## src/rtl/prog_pwr_seq.sv

```systemverilog
module prog_pwr_seq #(
  parameter int CLK_HZ        = 50_000_000,
  parameter int SETTLE_CYCLES = CLK_HZ / 1000,
  parameter int PIN_W         = 8,
  parameter int STROBE_BIT    = 3
) (
  input  logic             clk,
  input  logic             rst,
  input  logic             start_i,
  input  logic             stop_i,
  output logic             vcc_en,
  output logic             edit_en,
  output logic             drv_en,
  output logic             ready,
  output logic [PIN_W-1:0] pin_lvl
);
  localparam int CW = $clog2(SETTLE_CYCLES + 1);
  localparam logic [CW-1:0] LAST = CW'(SETTLE_CYCLES - 1);
  localparam logic [PIN_W-1:0] IDLE_PINS = PIN_W'(1) << STROBE_BIT;

  typedef enum logic [2:0] {
    S_IDLE, S_UP_VCC, S_UP_EDIT, S_UP_DRV, S_READY, S_DN_DRV, S_DN_EDIT, S_DN_VCC
  } state_t;

  state_t        state, nxt;
  logic [CW-1:0] cnt;
  logic          done;

  assign done = (cnt == LAST);

  always_comb begin
    nxt = state;
    unique case (state)
      S_IDLE:    if (start_i && !stop_i) nxt = S_UP_VCC;
      S_UP_VCC:  if (stop_i) nxt = S_DN_VCC;  else if (done) nxt = S_UP_EDIT;
      S_UP_EDIT: if (stop_i) nxt = S_DN_EDIT; else if (done) nxt = S_UP_DRV;
      S_UP_DRV:  if (stop_i) nxt = S_DN_DRV;  else if (done) nxt = S_READY;
      S_READY:   if (stop_i) nxt = S_DN_DRV;
      S_DN_DRV:  if (done) nxt = S_DN_EDIT;
      S_DN_EDIT: if (done) nxt = S_DN_VCC;
      S_DN_VCC:  if (done) nxt = S_IDLE;
      default:   nxt = S_IDLE;
    endcase
  end

  always_ff @(posedge clk) begin
    if (rst) begin
      state <= S_IDLE;
      cnt   <= '0;
    end else begin
      state <= nxt;
      cnt   <= (nxt != state || done) ? '0 : cnt + 1'b1;
    end
  end

  assign vcc_en  = (state != S_IDLE) && (state != S_DN_VCC);
  assign edit_en = (state == S_UP_EDIT) || (state == S_UP_DRV) ||
                   (state == S_READY)   || (state == S_DN_DRV);
  assign drv_en  = (state == S_UP_DRV) || (state == S_READY);
  assign ready   = (state == S_READY);
  assign pin_lvl = IDLE_PINS;
endmodule

```

## config.mk

```make
export PLATFORM = sky130hd
export DESIGN_NAME = prog_pwr_seq
export DESIGN_NICKNAME = d
export VERILOG_FILES = /design/src/rtl/prog_pwr_seq.sv
export SDC_FILE = /design/constraint.sdc
export NUM_CORES = 1
export LEC_CHECK = 0
export ABC_AREA = 1
export BUFFER_PORTS_ARGS = -buffer_cell sky130_fd_sc_hd__buf_2
export CORE_AREA = 2 2 62 64
export DETAILED_ROUTE_END_ITERATION = 7
export DIE_AREA = 0 0 64 66
export GPL_TIMING_DRIVEN = 0
export SLEW_MARGIN = 20
export SYNTH_ARGS = -nofsm -noshare
export SYNTH_HDL_FRONTEND = slang
export SYNTH_SLANG_ARGS = --single-unit
```

## constraint.sdc

```tcl
create_clock -name clk -period 2.8 [get_ports clk]
set_input_delay 0.14 -clock clk [delete_from_list [all_inputs] [get_ports clk]]
set_output_delay 0.14 -clock clk [all_outputs]
set_load 0.05 [all_outputs]
```

==> flow_metrics.env <==
export IMPL_final_cells=242
export IMPL_p_clk_share_pct=21.1
export IMPL_nNetsFinal=200
export IMPL_layout_area_overhead_vs_synth_pct=12.1
export IMPL_synth_cell_types=27
export IMPL_wl_per_cell_um=8.61
export IMPL_final_util_pct=37.8
export IMPL_ys_seq_elements=19
export IMPL_io_buffers=7
export IMPL_cts_tree="yes"
export IMPL_fin_setup_tns_ns=0
export IMPL_vias=1014
export IMPL_min_path_type="in2reg"
export IMPL_min_period_ns=1.79
export IMPL_path_max_fanout=10
export IMPL_first_global_vias=888
export IMPL_synth_largest_area_cell="dfxtp_1"
export IMPL_power_frac_comb_pct=32.5
export IMPL_hold_viol=0
export IMPL_cts_resized=0
export IMPL_die_area_mm2=0.00422
export IMPL_internal_power_uw=396
export IMPL_grt_overflow=0
export IMPL_synth_ff_type="dfxtp_1"
export IMPL_arrival_ns=1.99
export IMPL_grt_max_degree=12
export IMPL_globalplace_congestion=0.862
export IMPL_layout_worst_path_cycle_share_pct=64.1
export IMPL_fin_ws_ns=1.01
export IMPL_ys_top_cells_by_count="34 x nand2_1, 28 x inv_1, 27 x nor2_1"
export IMPL_rsz0062_at_grt="no"
export IMPL_synthArstFlopShare_pct=0
export IMPL_post_cts_buffers=0
export IMPL_htree_num_levels=1
export IMPL_die_x_um=64
export IMPL_grtUsageMet2_pct=18.4
export IMPL_clock_sinks=19
export IMPL_initial_core_util_pct=33.8
export IMPL_synth_edf_count=0
export IMPL_setup_viol=0
export IMPL_critPathCaptureType="flip-flop"
export IMPL_place_ws_ns=1.02
export IMPL_grt_util_all_layers_pct=11.2
export IMPL_ir_drop_mv=0.223
export IMPL_max_cap_viol_count=0
export IMPL_hpwl_um=1640
export IMPL_use_met3_pct=1.53
export IMPL_grt_pass1_wl_um=3730
export IMPL_ys_warn_count=0
export IMPL_whs_ns=0.0208
export IMPL_synthTopCellsByArea="dfxtp_1 32%, nand2_1 11%, inv_1 8.8%, nor2_1 8.5%, xor2_1 7.3%"
export IMPL_placed_cells=238
export IMPL_synth_top_cell_area_share_pct=31.7
export IMPL_synth_most_common_cell="nand2_1"
export IMPL_path_class="reg2reg"
export IMPL_core_mm2=0.00355
export IMPL_p_sw_uw=250
export IMPL_pwr_share_seq_pct=46.4
export IMPL_num_rows=22
export IMPL_clock_path_buffers=2
export IMPL_syn_inst=177
export IMPL_max_freq_ghz=0.557
export IMPL_drc_errors=0
export IMPL_switching_share_pct=38.7
export IMPL_crit_path_start_kind="flip-flop"
export IMPL_die_h_um=66
export IMPL_cts_hold_buf=0
export IMPL_syn_area_per_cell_um2=6.77
export IMPL_use_met1_pct=14.4
export IMPL_drive_gt1_share_pct=20.6
export IMPL_powerDensity_mw_per_mm2=481
export IMPL_firstDrtPassIters=4
export IMPL_num_io_pins=16
export IMPL_nFillCells=377
export IMPL_root_buffer="clkbuf_4"
export IMPL_maxSlewViolCount=0
export IMPL_antenna_cells=0
export IMPL_wl_um=2080
export IMPL_syn_area_mm2=0.00120
export IMPL_routed_via_density=4.19
export IMPL_busiest_layer="met2"
export IMPL_numCtsBuffers=3
export IMPL_clkLatencyLatePin_ns=0.30
export IMPL_skew_ns=0.00516
export IMPL_ant_nets=0
export IMPL_antenna_found_initial=0
export IMPL_leakage_uw=0.000547
export IMPL_clk_pin_slew_ns=0.11
export IMPL_ys_seq_area_share_pct=31.7
export IMPL_drtIter0Drc=20
export IMPL_status="finished clean"
export IMPL_required_ns=3.00
cell families after synthesis:
family / count (synthesis) / share of synthesized area (%)
buffers and inverters: 39 / 15.3
other: 2 / 0.627
DFF: 19 / 31.7
AOI/OAI and AO/OA: 8 / 4.18
xor gates and xnor gates: 13 / 9.50
and+or+nand+nor: 95 / 37.6
adders and majority gates: 1 / 1.04
sequential cells by signal, indices dropped and copies added, names as in the netlist:
name / cells
state: 3
cnt: 16
power by group through the flow:
stage,logic [µW],registers [µW],clock network (µW)
after global placement,210,307,0
after detailed placement,210,306,0
after floorplan,179,302,0
after global routing,232,303,155
final,210,300,136
after CTS,212,300,142
through the flow:
| stage | power, µW | instance area (µm²) |
|---|---|---|
| floorplan | 481 | 1220 |
| global placement | 517 | 1320 |
| detailed placement | 516 | 1320 |
| CTS | 655 | 1340 |
| global route | 690 | 1340 |
| finish | 647 | 1340 |
metal layers:
metal	vias to the layer above	wire length, µm	part of all wire, %
met5	-	0	0
met4	0	42	2.0
met3	4	80	3.8
met2	23	954	46
met1	432	1010	48
li1	555	-	-
worst paths after layout:
kind,startpoint,to,slack [ns],depth (start not counted)
max,cnt[0]$_SDFF_PP0_,cnt[4]$_SDFF_PP0_,1.01,11
min,rst,state[0]$_SDFF_PP0_,0.02,2
max reg2reg,cnt[0]$_SDFF_PP0_,cnt[4]$_SDFF_PP0_,1.01,11
min reg2reg,cnt[0]$_SDFF_PP0_,cnt[0]$_SDFF_PP0_,0.49,1
layout make-up:
| cell class | count | area [µm²] | area share [%] |
|---|---|---|---|
| multi-input combinational | 125 | 657 | 48.9 |
| sequential | 19 | 380 | 28.3 |
| inverter | 30 | 113 | 8.38 |
| buffer | 9 | 71.3 | 5.31 |
| tap | 48 | 60.1 | 4.47 |
| timing repair buffer | 7 | 35.0 | 2.61 |
| clock buffer | 3 | 22.5 | 1.68 |
| clock inverter | 1 | 5.00 | 0.372 |
critical path, cell delays in order (launching register included):
cell     delay [ns]
dfxtp_1        0.39
ha_1           0.22
nand3_2        0.16
nor2_2         0.16
nand3_1        0.08
nand2_1        0.06
inv_1          0.04
nand2_2        0.06
nand3_1        0.12
nand3_4        0.15
buf_6          0.19
nor2_2         0.04
layout by cell type (no fill, tap or decap), types with 2 or more instances in the layout:
| cell type | count |
|---|---|
| xnor2_1 | 3 |
| clkbuf_4 | 3 |
| nand2_1 | 34 |
| o21ai_0 | 3 |
| buf_2 | 7 |
| xor2_1 | 10 |
| nor3_1 | 3 |
| a21oi_1 | 2 |
| nand2_2 | 3 |
| conb_1 | 8 |
| buf_4 | 8 |
| nor4_1 | 2 |
| nor2_1 | 27 |
| inv_2 | 2 |
| dfxtp_1 | 19 |
| nand3_1 | 10 |
| nor2_2 | 10 |
| inv_1 | 28 |
Note: power is estimated with default switching activity, not from simulation.
